==> config.mk <==
export PLATFORM = sky130hd
export DESIGN_NAME = irq_chain_arbiter
export DESIGN_NICKNAME = d
export VERILOG_FILES = /design/src/rtl/irq_arb_pkg.sv /design/src/rtl/irq_level_select.sv /design/src/rtl/irq_chain_cell.sv /design/src/rtl/irq_resp_timer.sv /design/src/rtl/irq_chain_arbiter.sv
export SDC_FILE = /design/constraint.sdc
export NUM_CORES = 1
export LEC_CHECK = 0
export BUFFER_PORTS_ARGS = -buffer_cell sky130_fd_sc_hd__buf_2
export CORE_UTILIZATION = 51
export CTS_BUF_LIST = sky130_fd_sc_hd__clkbuf_4 sky130_fd_sc_hd__clkbuf_8
export CTS_CLUSTER_DIAMETER = 100
export DETAILED_ROUTE_END_ITERATION = 8
export PLACE_DENSITY = 0.95
export SYNTH_ARGS = -nofsm -noshare
export SYNTH_HDL_FRONTEND = slang
export SYNTH_SLANG_ARGS = --single-unit
==> constraint.sdc <==
create_clock -name clk_i -period 3.79 [get_ports clk_i]
set_input_delay 0 -clock clk_i [delete_from_list [all_inputs] [get_ports clk_i]]
set_output_delay 0 -clock clk_i [all_outputs]
set_load 0.01 [all_outputs]
==> src/rtl/irq_arb_pkg.sv <==
`timescale 1ns/1ps
package irq_arb_pkg;
  localparam int unsigned LVL_N    = 4;
  localparam int unsigned LVL_BASE = 4;
  localparam int unsigned CODE_W   = 2;
  localparam int unsigned PRIO_W   = 3;
  localparam logic [15:0] BUS_ERR_VEC = 16'o004;

  typedef enum logic [0:0] {ST_IDLE = 1'b0, ST_GRANT = 1'b1} arb_state_e;

  function automatic logic [PRIO_W-1:0] code_to_level(input logic [CODE_W-1:0] c);
    return PRIO_W'(LVL_BASE) + PRIO_W'(c);
  endfunction
endpackage

==> src/rtl/irq_level_select.sv <==
`timescale 1ns/1ps
module irq_level_select
  import irq_arb_pkg::*;
(
  input  logic [LVL_N-1:0]  line_req_i,
  input  logic [PRIO_W-1:0] prio_i,
  output logic              any_o,
  output logic [CODE_W-1:0] top_code_o
);
  logic [LVL_N-1:0] qual;

  for (genvar c = 0; c < LVL_N; c++) begin : g_qual
    assign qual[c] = line_req_i[c] && (PRIO_W'(LVL_BASE + c) > prio_i);
  end

  // ascending scan: highest qualifying level wins
  always_comb begin
    any_o      = 1'b0;
    top_code_o = '0;
    for (int c = 0; c < LVL_N; c++) begin
      if (qual[c]) begin
        any_o      = 1'b1;
        top_code_o = CODE_W'(c);
      end
    end
  end
endmodule

==> src/rtl/irq_chain_cell.sv <==
`timescale 1ns/1ps
module irq_chain_cell
  import irq_arb_pkg::*;
#(
  parameter int unsigned VEC_W = 16
) (
  input  logic              clk_i,
  input  logic              rst_ni,
  input  logic [LVL_N-1:0]  gnt_in_i,
  input  logic              req_i,
  input  logic [CODE_W-1:0] lvl_i,
  input  logic              vld_i,
  input  logic [VEC_W-1:0]  vec_i,
  output logic [LVL_N-1:0]  gnt_out_o,
  output logic              win_o,
  output logic              hit_o,
  output logic [VEC_W-1:0]  vec_o
);
  logic held_q;
  logic gnt_own;

  assign gnt_own   = gnt_in_i[lvl_i];
  // holder keeps absorbing after its request drops
  assign win_o     = gnt_own && (req_i || held_q);
  assign gnt_out_o = win_o ? (gnt_in_i & ~(LVL_N'(1) << lvl_i)) : gnt_in_i;
  assign hit_o     = win_o && vld_i;
  assign vec_o     = hit_o ? vec_i : '0;

  always_ff @(posedge clk_i or negedge rst_ni) begin
    if (!rst_ni) held_q <= 1'b0;
    else         held_q <= win_o;
  end
endmodule

==> src/rtl/irq_resp_timer.sv <==
`timescale 1ns/1ps
module irq_resp_timer #(
  parameter int unsigned TIMEOUT = 64
) (
  input  logic clk_i,
  input  logic rst_ni,
  input  logic run_i,
  output logic expire_o
);
  localparam int unsigned CNT_W = (TIMEOUT < 2) ? 1 : $clog2(TIMEOUT);

  logic [CNT_W-1:0] cnt_q;

  assign expire_o = run_i && (cnt_q == CNT_W'(TIMEOUT - 1));

  always_ff @(posedge clk_i or negedge rst_ni) begin
    if (!rst_ni)     cnt_q <= '0;
    else if (!run_i) cnt_q <= '0;
    else if (!expire_o) cnt_q <= cnt_q + CNT_W'(1);
  end
endmodule

==> src/rtl/irq_chain_arbiter.sv <==
`timescale 1ns/1ps
module irq_chain_arbiter
  import irq_arb_pkg::*;
#(
  parameter int unsigned N_DEV   = 4,
  parameter int unsigned VEC_W   = 16,
  parameter int unsigned TIMEOUT = 64
) (
  input  logic                      clk_i,
  input  logic                      rst_ni,
  input  logic [PRIO_W-1:0]         cpu_prio_i,
  input  logic [N_DEV-1:0]          dev_req_i,
  input  logic [N_DEV*CODE_W-1:0]   dev_lvl_i,
  input  logic [N_DEV-1:0]          dev_vld_i,
  input  logic [N_DEV*VEC_W-1:0]    dev_vec_i,
  output logic [N_DEV-1:0]          dev_gnt_o,
  output logic [LVL_N-1:0]          grant_o,
  output logic                      vec_valid_o,
  output logic [VEC_W-1:0]          vec_addr_o,
  output logic [PRIO_W-1:0]         vec_lvl_o,
  output logic                      bus_err_o
);
  arb_state_e        state_q;
  logic [CODE_W-1:0] lvl_q;
  logic              any_req;
  logic [CODE_W-1:0] top_code;
  logic [LVL_N-1:0]  line_req;
  logic              expire;
  logic [LVL_N-1:0]  gnt_chain [N_DEV+1];
  logic [N_DEV-1:0]  cell_hit;
  logic [VEC_W-1:0]  cell_vec  [N_DEV];
  logic [LVL_N-1:0]  dev_line  [N_DEV];
  logic              hit_any;
  logic [VEC_W-1:0]  hit_vec;
  logic [LVL_N-1:0]  chain_tail;

  // shared request lines, one per level
  for (genvar d = 0; d < N_DEV; d++) begin : g_line
    assign dev_line[d] = dev_req_i[d] ?
                         (LVL_N'(1) << dev_lvl_i[d*CODE_W +: CODE_W]) : '0;
  end

  always_comb begin
    line_req = '0;
    for (int d = 0; d < N_DEV; d++) line_req |= dev_line[d];
  end

  irq_level_select u_sel (
    .line_req_i (line_req),
    .prio_i     (cpu_prio_i),
    .any_o      (any_req),
    .top_code_o (top_code)
  );

  assign grant_o      = (state_q == ST_GRANT) ? (LVL_N'(1) << lvl_q) : '0;
  assign gnt_chain[0] = grant_o;

  for (genvar d = 0; d < N_DEV; d++) begin : g_cell
    irq_chain_cell #(.VEC_W(VEC_W)) u_cell (
      .clk_i     (clk_i),
      .rst_ni    (rst_ni),
      .gnt_in_i  (gnt_chain[d]),
      .req_i     (dev_req_i[d]),
      .lvl_i     (dev_lvl_i[d*CODE_W +: CODE_W]),
      .vld_i     (dev_vld_i[d]),
      .vec_i     (dev_vec_i[d*VEC_W +: VEC_W]),
      .gnt_out_o (gnt_chain[d+1]),
      .win_o     (dev_gnt_o[d]),
      .hit_o     (cell_hit[d]),
      .vec_o     (cell_vec[d])
    );
  end

  assign chain_tail = gnt_chain[N_DEV];

  always_comb begin
    hit_vec = '0;
    for (int d = 0; d < N_DEV; d++) hit_vec |= cell_vec[d];
  end
  assign hit_any = |cell_hit;

  irq_resp_timer #(.TIMEOUT(TIMEOUT)) u_tmr (
    .clk_i    (clk_i),
    .rst_ni   (rst_ni),
    .run_i    (state_q == ST_GRANT),
    .expire_o (expire)
  );

  always_ff @(posedge clk_i or negedge rst_ni) begin
    if (!rst_ni) begin
      state_q     <= ST_IDLE;
      lvl_q       <= '0;
      vec_valid_o <= 1'b0;
      bus_err_o   <= 1'b0;
      vec_addr_o  <= '0;
      vec_lvl_o   <= '0;
    end else begin
      vec_valid_o <= 1'b0;
      bus_err_o   <= 1'b0;
      unique case (state_q)
        ST_IDLE: begin
          if (any_req) begin
            state_q <= ST_GRANT;
            lvl_q   <= top_code;
          end
        end
        ST_GRANT: begin
          if (hit_any) begin
            vec_valid_o <= 1'b1;
            vec_addr_o  <= hit_vec;
            vec_lvl_o   <= code_to_level(lvl_q);
            state_q     <= ST_IDLE;
          end else if (expire) begin
            vec_valid_o <= 1'b1;
            bus_err_o   <= 1'b1;
            vec_addr_o  <= VEC_W'(BUS_ERR_VEC);
            vec_lvl_o   <= code_to_level(lvl_q);
            state_q     <= ST_IDLE;
          end
        end
        default: state_q <= ST_IDLE;
      endcase
    end
  end
endmodule

-- Word level (Yosys, flattened, before mapping)
Index checks and enable logic that the tools add are counted.
- register bits after elaboration: 34
- input port bits: 85
- output and inout port bits: 29
- word-level logic and storage cells: 104
- $add $sub $neg: 2
- magnitude comparators: 8
- equality and inequality tests: 2
- shift-type cells: 5
- multiplexer cells: 42
- bitwise gates (word level): 13
- reductions and logical operators: 21
- operator list (kind ; number):
    2-to-1 mux 16 bit ; 6
    OR 16 bit ; 3
    2-to-1 mux 4 bit ; 8
    left shift 1 x 2 -> 4 bit (first input constant) ; 5
    2-to-1 mux 1 bit ; 17
    logical AND 1 bit ; 13
    bitwise AND 4 bit ; 3
    greater-than comparator 3 bit (first input constant) ; 4
    < comparator 2 x 3 -> 1 bit (second input constant) ; 4
    2-to-1 mux 6 bit ; 2
    NOT 4 bit ; 3
    OR 4 bit ; 3
    binary-select mux 1 bit (select 2 bit) ; 4
    adder 6 x 1 -> 6 bit (second input constant) ; 1
    == test 6 bit (second input constant) ; 1
    2-to-1 mux 3 bit ; 2
    logical OR 1 bit ; 4
    2-to-1 mux 2 bit ; 2
    AND reduction 2 bit ; 2
    OR reduction 4 bit ; 1
    adder 3 x 2 -> 3 bit (first input constant) ; 1
    != test 2 bit (second input constant) ; 1
    one-hot mux 1 bit (2 select lines) ; 1
    nonzero test 2 bit ; 1
    NOT 1 bit ; 1

-- Depth between registers and ports, before layout
- depth after elaboration: 21
- depth in mapped cells: 9
- gate-level depth less buffers: 6

-- Cells and area by module
A second synthesis with hierarchy kept.
- cell total of the unflattened synthesis: 276
- area, all modules: 2606.2 µm²
- modules (own cells, without submodules) (module ; times used ; cells each ; area an instance (µm²) ; seq. area each (µm²)):
    irq_chain_arbiter ; 1 ; 103 ; 1161.1 ; 600.6
    irq_chain_cell ; 4 ; 33 ; 267.8 ; 25.0
    irq_resp_timer ; 1 ; 30 ; 309.0 ; 150.1
    irq_level_select ; 1 ; 11 ; 65.1 ; 0.0

-- Worst setup path before layout
OpenSTA, ideal clock, no wires.
- path kind: register to register
- start: register lvl_q[1]
- end: register vec_lvl_o[0]
- setup time: 127 ps
- data arrival time: 2130 ps
- required time: 3663 ps
- slack: 1532 ps
- cell stages (with the launch flop): 8
- buffers on the path: 1
- cells stage by stage: dfrtp_1 > buf_2 > and3b_1 > o211ai_1 > o31ai_1 > a21oi_4 > o41ai_4 > mux2_1
- word-level cells in the longest chain between the ends: 21
- elaborated cells on any way between the ends: 28
- classes of those cells: 1 x shift; 13 x mux; 3 x bitwise; 11 x reduce/logical
- ends and longest elaborated chain (item ; RTL line ; text):
    from (decl) ; irq_chain_arbiter.sv:24 ; logic [CODE_W-1:0] lvl_q;
    from (signal assigned) ; irq_chain_arbiter.sv:104 ; lvl_q <= top_code;
    left shift 1 x 2 -> 4 bit * ; irq_chain_arbiter.sv:55 ; assign grant_o = (state_q == ST_GRANT) ? (LVL_N'(1) << lvl_q) : '0;
    2-to-1 mux 4 bit * ; irq_chain_arbiter.sv:55 ;
    via grant_o[1] ; irq_chain_arbiter.sv:17 ; output logic [LVL_N-1:0] grant_o,
    binary-select mux 1 bit (select 2 bit) ; irq_chain_cell.sv:22 ; assign gnt_own = gnt_in_i[lvl_i];
    2-to-1 mux 1 bit (implied by the code) ; irq_chain_cell.sv:22 ;
    logical AND 1 bit ; irq_chain_cell.sv:24 ; assign win_o = gnt_own && (req_i || held_q);
    2-to-1 mux 4 bit ; irq_chain_cell.sv:25 ; assign gnt_out_o = win_o ? (gnt_in_i & ~(LVL_N'(1) << lvl_i)) : gnt_in_i;
    binary-select mux 1 bit (select 2 bit) ; irq_chain_cell.sv:22 ;
    [6 not listed] ; -- ;
    2-to-1 mux 4 bit ; irq_chain_cell.sv:25 ;
    binary-select mux 1 bit (select 2 bit) ; irq_chain_cell.sv:22 ;
    2-to-1 mux 1 bit (implied by the code) ; irq_chain_cell.sv:22 ;
    logical AND 1 bit ; irq_chain_cell.sv:24 ;
    logical AND 1 bit ; irq_chain_cell.sv:26 ; assign hit_o = win_o && vld_i;
    OR reduction 4 bit * ; irq_chain_arbiter.sv:80 ; assign hit_any = |cell_hit;
    nonzero test 2 bit (no source line) ; -- ;
    AND reduction 2 bit (no source line) ; -- ;
    to (signal assigned) ; irq_chain_arbiter.sv:111 ; vec_lvl_o <= code_to_level(lvl_q);
    to (signal assigned) ; irq_chain_arbiter.sv:117 ; vec_lvl_o <= code_to_level(lvl_q);
    to (decl) ; irq_chain_arbiter.sv:20 ; output logic [PRIO_W-1:0] vec_lvl_o,
The timed path passes the listed nets; every way through them passes the cells marked *. The select of a mux whose other input is x is not followed.
A chain may end at the register's enable or synchronous reset.

-- Final worst setup path
- start: register state_q
- end: register vec_addr_o[15]
- word-level cells in the longest chain between the ends: 20
- elaborated cells on any way between the ends: 35
- classes of those cells: 17 x mux; 6 x bitwise; 12 x reduce/logical
- ends and longest elaborated chain (item ; RTL line ; text):
    from (decl) ; irq_chain_arbiter.sv:23 ; arb_state_e state_q;
    from (signal assigned) ; irq_chain_arbiter.sv:91 ; state_q <= ST_IDLE;
    from (signal assigned) ; irq_chain_arbiter.sv:103 ; state_q <= ST_GRANT;
    from (signal assigned) ; irq_chain_arbiter.sv:112 ; state_q <= ST_IDLE;
    2-to-1 mux 4 bit ; irq_chain_arbiter.sv:55 ;
    binary-select mux 1 bit (select 2 bit) ; irq_chain_cell.sv:22 ;
    2-to-1 mux 1 bit (implied by the code) ; irq_chain_cell.sv:22 ;
    logical AND 1 bit ; irq_chain_cell.sv:24 ;
    2-to-1 mux 4 bit ; irq_chain_cell.sv:25 ;
    binary-select mux 1 bit (select 2 bit) ; irq_chain_cell.sv:22 ;
    2-to-1 mux 1 bit (implied by the code) ; irq_chain_cell.sv:22 ;
    logical AND 1 bit ; irq_chain_cell.sv:24 ;
    [4 not listed] ; -- ;
    2-to-1 mux 4 bit ; irq_chain_cell.sv:25 ;
    binary-select mux 1 bit (select 2 bit) ; irq_chain_cell.sv:22 ;
    2-to-1 mux 1 bit (implied by the code) ; irq_chain_cell.sv:22 ;
    logical AND 1 bit ; irq_chain_cell.sv:24 ;
    logical AND 1 bit ; irq_chain_cell.sv:26 ;
    OR reduction 4 bit / 2-to-1 mux 16 bit (equally long branches) ; irq_chain_arbiter.sv:80, irq_chain_cell.sv:27 ;
    nonzero test 2 bit (no source line) / OR 16 bit (equally long branches) ; -- ;
    AND reduction 2 bit (no source line) / 2-to-1 mux 16 bit (equally long branches) ; -- ;
    to (signal assigned) ; irq_chain_arbiter.sv:110 ; vec_addr_o <= hit_vec;
    to (signal assigned) ; irq_chain_arbiter.sv:116 ; vec_addr_o <= VEC_W'(BUS_ERR_VEC);
    to (decl) ; irq_chain_arbiter.sv:19 ; output logic [VEC_W-1:0] vec_addr_o,
Parallel ways exist; a longest one is shown, timed or not. The select of a mux whose other input is x is not followed.

==> results by group <==
Global route
  • Maximum number of pins on one net before global-route repair: 35
  • Initial antenna violation count: 0
  • Global-route wire length before repair: roughly 11 mm
  • Grt ovf: 0
  • Tot GR Track Use: between 30% and 40%
  • Via count of the first global-routing pass: 2,308

Cells and area
  • Final layout net count: 419
  • Ant diodes: 0
  • Share of post-route cells with drive strength above 1: between 30% and 40%
  • Area growth from synthesis to layout: 34.6%
  • Core Util, Final: roughly three quarters

Synthesis
  • Cell count after synthesis: between 200 and 250
  • Number of synthesized flops with an enable pin: 0
  • Area of the mapped netlist: 0.00228 mm²
  • Synthesized Nets: 300
  • Number of synthesized register bits: 34
  • Share of Yosys cell area claimed by the top area cell type: 37.3%
  • Avg Inst Size Synth: 10.6 µm²
  • Synth unique cells: 61
  • Yosys top cell by area: sky130_fd_sc_hd__dfrtp_1
  • Share of synthesized flip-flops with an asynchronous set or reset: 100%
  • Top flip-flop cell by instance count after synthesis: sky130_fd_sc_hd__dfrtp_1
  • Count of yosys warnings during synthesis: 0
  • Cell types occupying the most area after synthesis: sky130_fd_sc_hd__dfrtp_1 (37%), sky130_fd_sc_hd__a221o_1 (13%), sky130_fd_sc_hd__a22o_1 (6.2%)
  • Sequential share of the synthesized area: 37.3%

Setup path
  • Crit path kind: reg -> reg
  • Critical-path cell list: nor3b_2 > o221ai_2 > o22ai_1 > o221a_1 > nor4_4 > a221o_1
  • Category of cells accounting for the largest share of critical-path delay: compound AO/OA/AOI/OAI gates
  • Slowest stage cell on the critical path: sky130_fd_sc_hd__o221a_1
  • Crit Path Max Fanout: 19
  • Crit path DAT: 2.92 ns
  • CP max stage delay: 0.81 ns
  • Category of the worst setup path launch point: flip-flop
  • Combined buffer and inverter count along the critical path: 0
  • Critical path capture point type: flip-flop
  • Required time at the worst-slack endpoint: 3.96 ns

Clock network
  • CTS root buf: sky130_fd_sc_hd__clkbuf_8
  • Insertion delay to the later sink of the worst-skew pair: 0.29 ns
  • TritonCTS sink count: 34
  • Clock transition at the registers of the reported paths: 0.07 ns
  • Largest buffer count on any clock path: 2
  • Clock tree from TritonCTS: built
  • CTS-repair resized insts: 0
  • Total CTS buffers: 5
  • Maximum level of the CTS H-tree: 2

Timing
  • Hold_ws: roughly 0.029 ns
  • Measured slew at the worst slew-check pin: approximately 1.1 ns
  • Number of failing hold endpoints at the final stage: 0
  • Clock Skew: 0.00389 ns
  • Finish-stage setup viols: 0
  • Final period utilization: ~73%
  • Relative max-transition margin: 29.6%
  • Unrepaired setup endpoints after global routing: false
  • Max Clk Rate: 364 MHz
  • Number of pins exceeding their max-slew limit in the final report: 0
  • Minimum clock period after layout: 2.75 ns
  • Sum of negative setup slack: 0 ns

Route
  • Number of violations reported at the end of detailed-routing iteration 0: roughly 240
  • Post-detailed-route DRC marker count: 0
  • WL final: 6.94 mm
  • Routed length per placed instance: 18.1 µm
  • Via count: 2,456
  • Number of antenna-violating nets in the routed design: 0
  • Detailed-route vias per instance: 6.40
  • First-pass DRT Iterations: 5

Job
  • Max-cap check violation count: 0

Floorplan
  • Total Die Area: roughly 0.0047 mm²
  • Overall die width: 68.8 µm
  • Ports: 114
  • Vertical die dimension: between 60 and 70 µm
  • Core region area: approximately 0.0041 mm²
  • Placement Rows: 23
  • Initial cell density of the core: 55.0%

Pwr
  • Peak VDD IR: between 0.3 and 0.4 mV
  • Power per standard cell area: 667 mW/mm²
  • Power after layout: 2.05 mW
  • Cell leakage power: 1.47 nW

Placement
  • Detail Placement HPWL: 4.71 mm
  • Gpl congestion: 1.10
  • IO Port Bufs: 113

Min path
  • Type of the most critical hold path: in -> reg

Run status
  • Status: finished clean
-- worst paths after layout --
| kind | cells after the start | start | end | slack (ns) |
|---|---|---|---|---|
| worst max-delay path | 6 | state_q | vec_addr_o[15] | 1.04 |
| worst min-delay path | 3 | dev_vec_i[20] | vec_addr_o[4] | 0.03 |
| worst max register to register | 6 | state_q | vec_addr_o[15] | 1.04 |
| worst min register to register | 1 | vec_lvl_o[2] | vec_lvl_o[2] | 0.46 |
| max in group asynchronous | 2 | rst_ni | vec_addr_o[12] | 3.01 |
| min in group asynchronous | 2 | rst_ni | vec_addr_o[11] | 0.31 |
-- placed cells by master (no fill, tap or decap), types with 2 or more instances in the layout --
| cell type | instances |
|---|---|
| sky130_fd_sc_hd__o22a_1 | 2 |
| sky130_fd_sc_hd__inv_1 | 12 |
| sky130_fd_sc_hd__and3b_1 | 3 |
| sky130_fd_sc_hd__nand3_1 | 6 |
| sky130_fd_sc_hd__o31a_1 | 2 |
| sky130_fd_sc_hd__a32o_1 | 2 |
| sky130_fd_sc_hd__a31oi_1 | 3 |
| sky130_fd_sc_hd__nand2_1 | 7 |
| sky130_fd_sc_hd__and2b_1 | 2 |
| sky130_fd_sc_hd__a221o_1 | 30 |
| sky130_fd_sc_hd__a311oi_1 | 2 |
| sky130_fd_sc_hd__o21a_1 | 3 |
| sky130_fd_sc_hd__clkbuf_8 | 5 |
| sky130_fd_sc_hd__o21ai_0 | 9 |
| sky130_fd_sc_hd__o32ai_1 | 2 |
| sky130_fd_sc_hd__o221ai_2 | 2 |
| sky130_fd_sc_hd__o21ai_1 | 3 |
| sky130_fd_sc_hd__nor2_1 | 6 |
| sky130_fd_sc_hd__mux2_1 | 2 |
| sky130_fd_sc_hd__nor3_1 | 2 |
| sky130_fd_sc_hd__a21oi_1 | 2 |
| sky130_fd_sc_hd__clkinvlp_4 | 2 |
| sky130_fd_sc_hd__o211ai_1 | 6 |
| sky130_fd_sc_hd__a22o_1 | 16 |
| sky130_fd_sc_hd__dfrtp_1 | 34 |
| sky130_fd_sc_hd__mux2_2 | 2 |
| sky130_fd_sc_hd__o22ai_1 | 3 |
| sky130_fd_sc_hd__buf_2 | 113 |
| sky130_fd_sc_hd__xor2_1 | 2 |
| sky130_fd_sc_hd__and3_1 | 2 |
| sky130_fd_sc_hd__dlygate4sd3_1 | 16 |
-- through the flow --
step | std cells | cell area [µm²] | setup slack (ns)
floorplan | 214 | 2280 | 1.53
CTS | 384 | 3070 | 1.08
global route | 384 | 3070 | 0.911
finish | 384 | 3070 | 1.04
global placement | 360 | 2790 | 1.23
detailed placement | 360 | 2790 | 1.13
-- routing by layer --
| layer | part of all wire (%) | vias up | global-route usage [%] |
|---|---|---|---|
| met5 | 0 | - | 0 |
| met4 | 1.9 | 0 | 11.2 |
| met3 | 7.4 | 16 | 8.72 |
| met2 | 50 | 137 | 49.4 |
| met1 | 41 | 1178 | 39.4 |
| li1 | - | 1125 | - |
-- registers in the layout, indices dropped and copies added (netlist names) --
name and flops:
bus_err_o 1, g_cell.u_cell.held_q 4, lvl_q 2, state_q 1, u_tmr.cnt_q 6, vec_addr_o 16, vec_lvl_o 3, vec_valid_o 1
-- where the power goes --
group / total [mW] / internal [mW] / switching (mW) / leakage (nW)
combinational: 1.02 / 0.515 / 0.506 / 1.02
sequential: 0.691 / 0.525 / 0.165 / 0.407
clock: 0.333 / 0.195 / 0.137 / 0.0504
-- worst reg2reg max path, stage by stage (launching register included) --
cell,delay [ns]
sky130_fd_sc_hd__dfrtp_1,0.55
sky130_fd_sc_hd__nor3b_2,0.33
sky130_fd_sc_hd__o221ai_2,0.16
sky130_fd_sc_hd__o22ai_1,0.18
sky130_fd_sc_hd__o221a_1,0.81
sky130_fd_sc_hd__nor4_4,0.24
sky130_fd_sc_hd__a221o_1,0.36
-- area by class of cell --
cell class              instances  area [µm²]
fillers                       287        1080
well taps                      50        62.6
clock buffers                   5        68.8
multi-input cells             151        1270
repair buffers                129         726
flip-flops and latches         34         851
inverters                      12        45.0
clock inverters                 3        45.0
-- synth_stat cells (all sizes together) (3+ instances only) --
| library cell | instances |
|---|---|
| dfrtp | 34 |
| a221o | 30 |
| a22o | 16 |
| buf | 13 |
| inv | 12 |
| o21ai | 12 |
| nand2 | 7 |
| nand3 | 6 |
| nor2 | 6 |
| o211ai | 6 |
| clkbuf | 4 |
| mux2 | 4 |
| a21oi | 3 |
| a31oi | 3 |
| and3b | 3 |
| o21a | 3 |
| o221ai | 3 |
| o22ai | 3 |
-- cells by family (layout without fill, tap and decap cells) --
family / after synthesis / count (layout) / share of synthesized area (%)
AOI/OAI and AO/OA: 103 / 103 / 40.3
and+or+nand+nor: 39 / 39 / 11.3
DFF: 34 / 34 / 37.3
buffers and inverters: 29 / 149 / 6.97
muxes: 5 / 5 / 2.42
xor gates and xnor gates: 3 / 3 / 1.15
adders and majority gates: 1 / 1 / 0.549
-- repair_timing --
item,CTS,global route
endpoints found under the hold margin,49,0
buffers inserted,0,0
setup endpoints to repair,0,0
hold buffers,16,0
(Power assumes the default switching activity.)
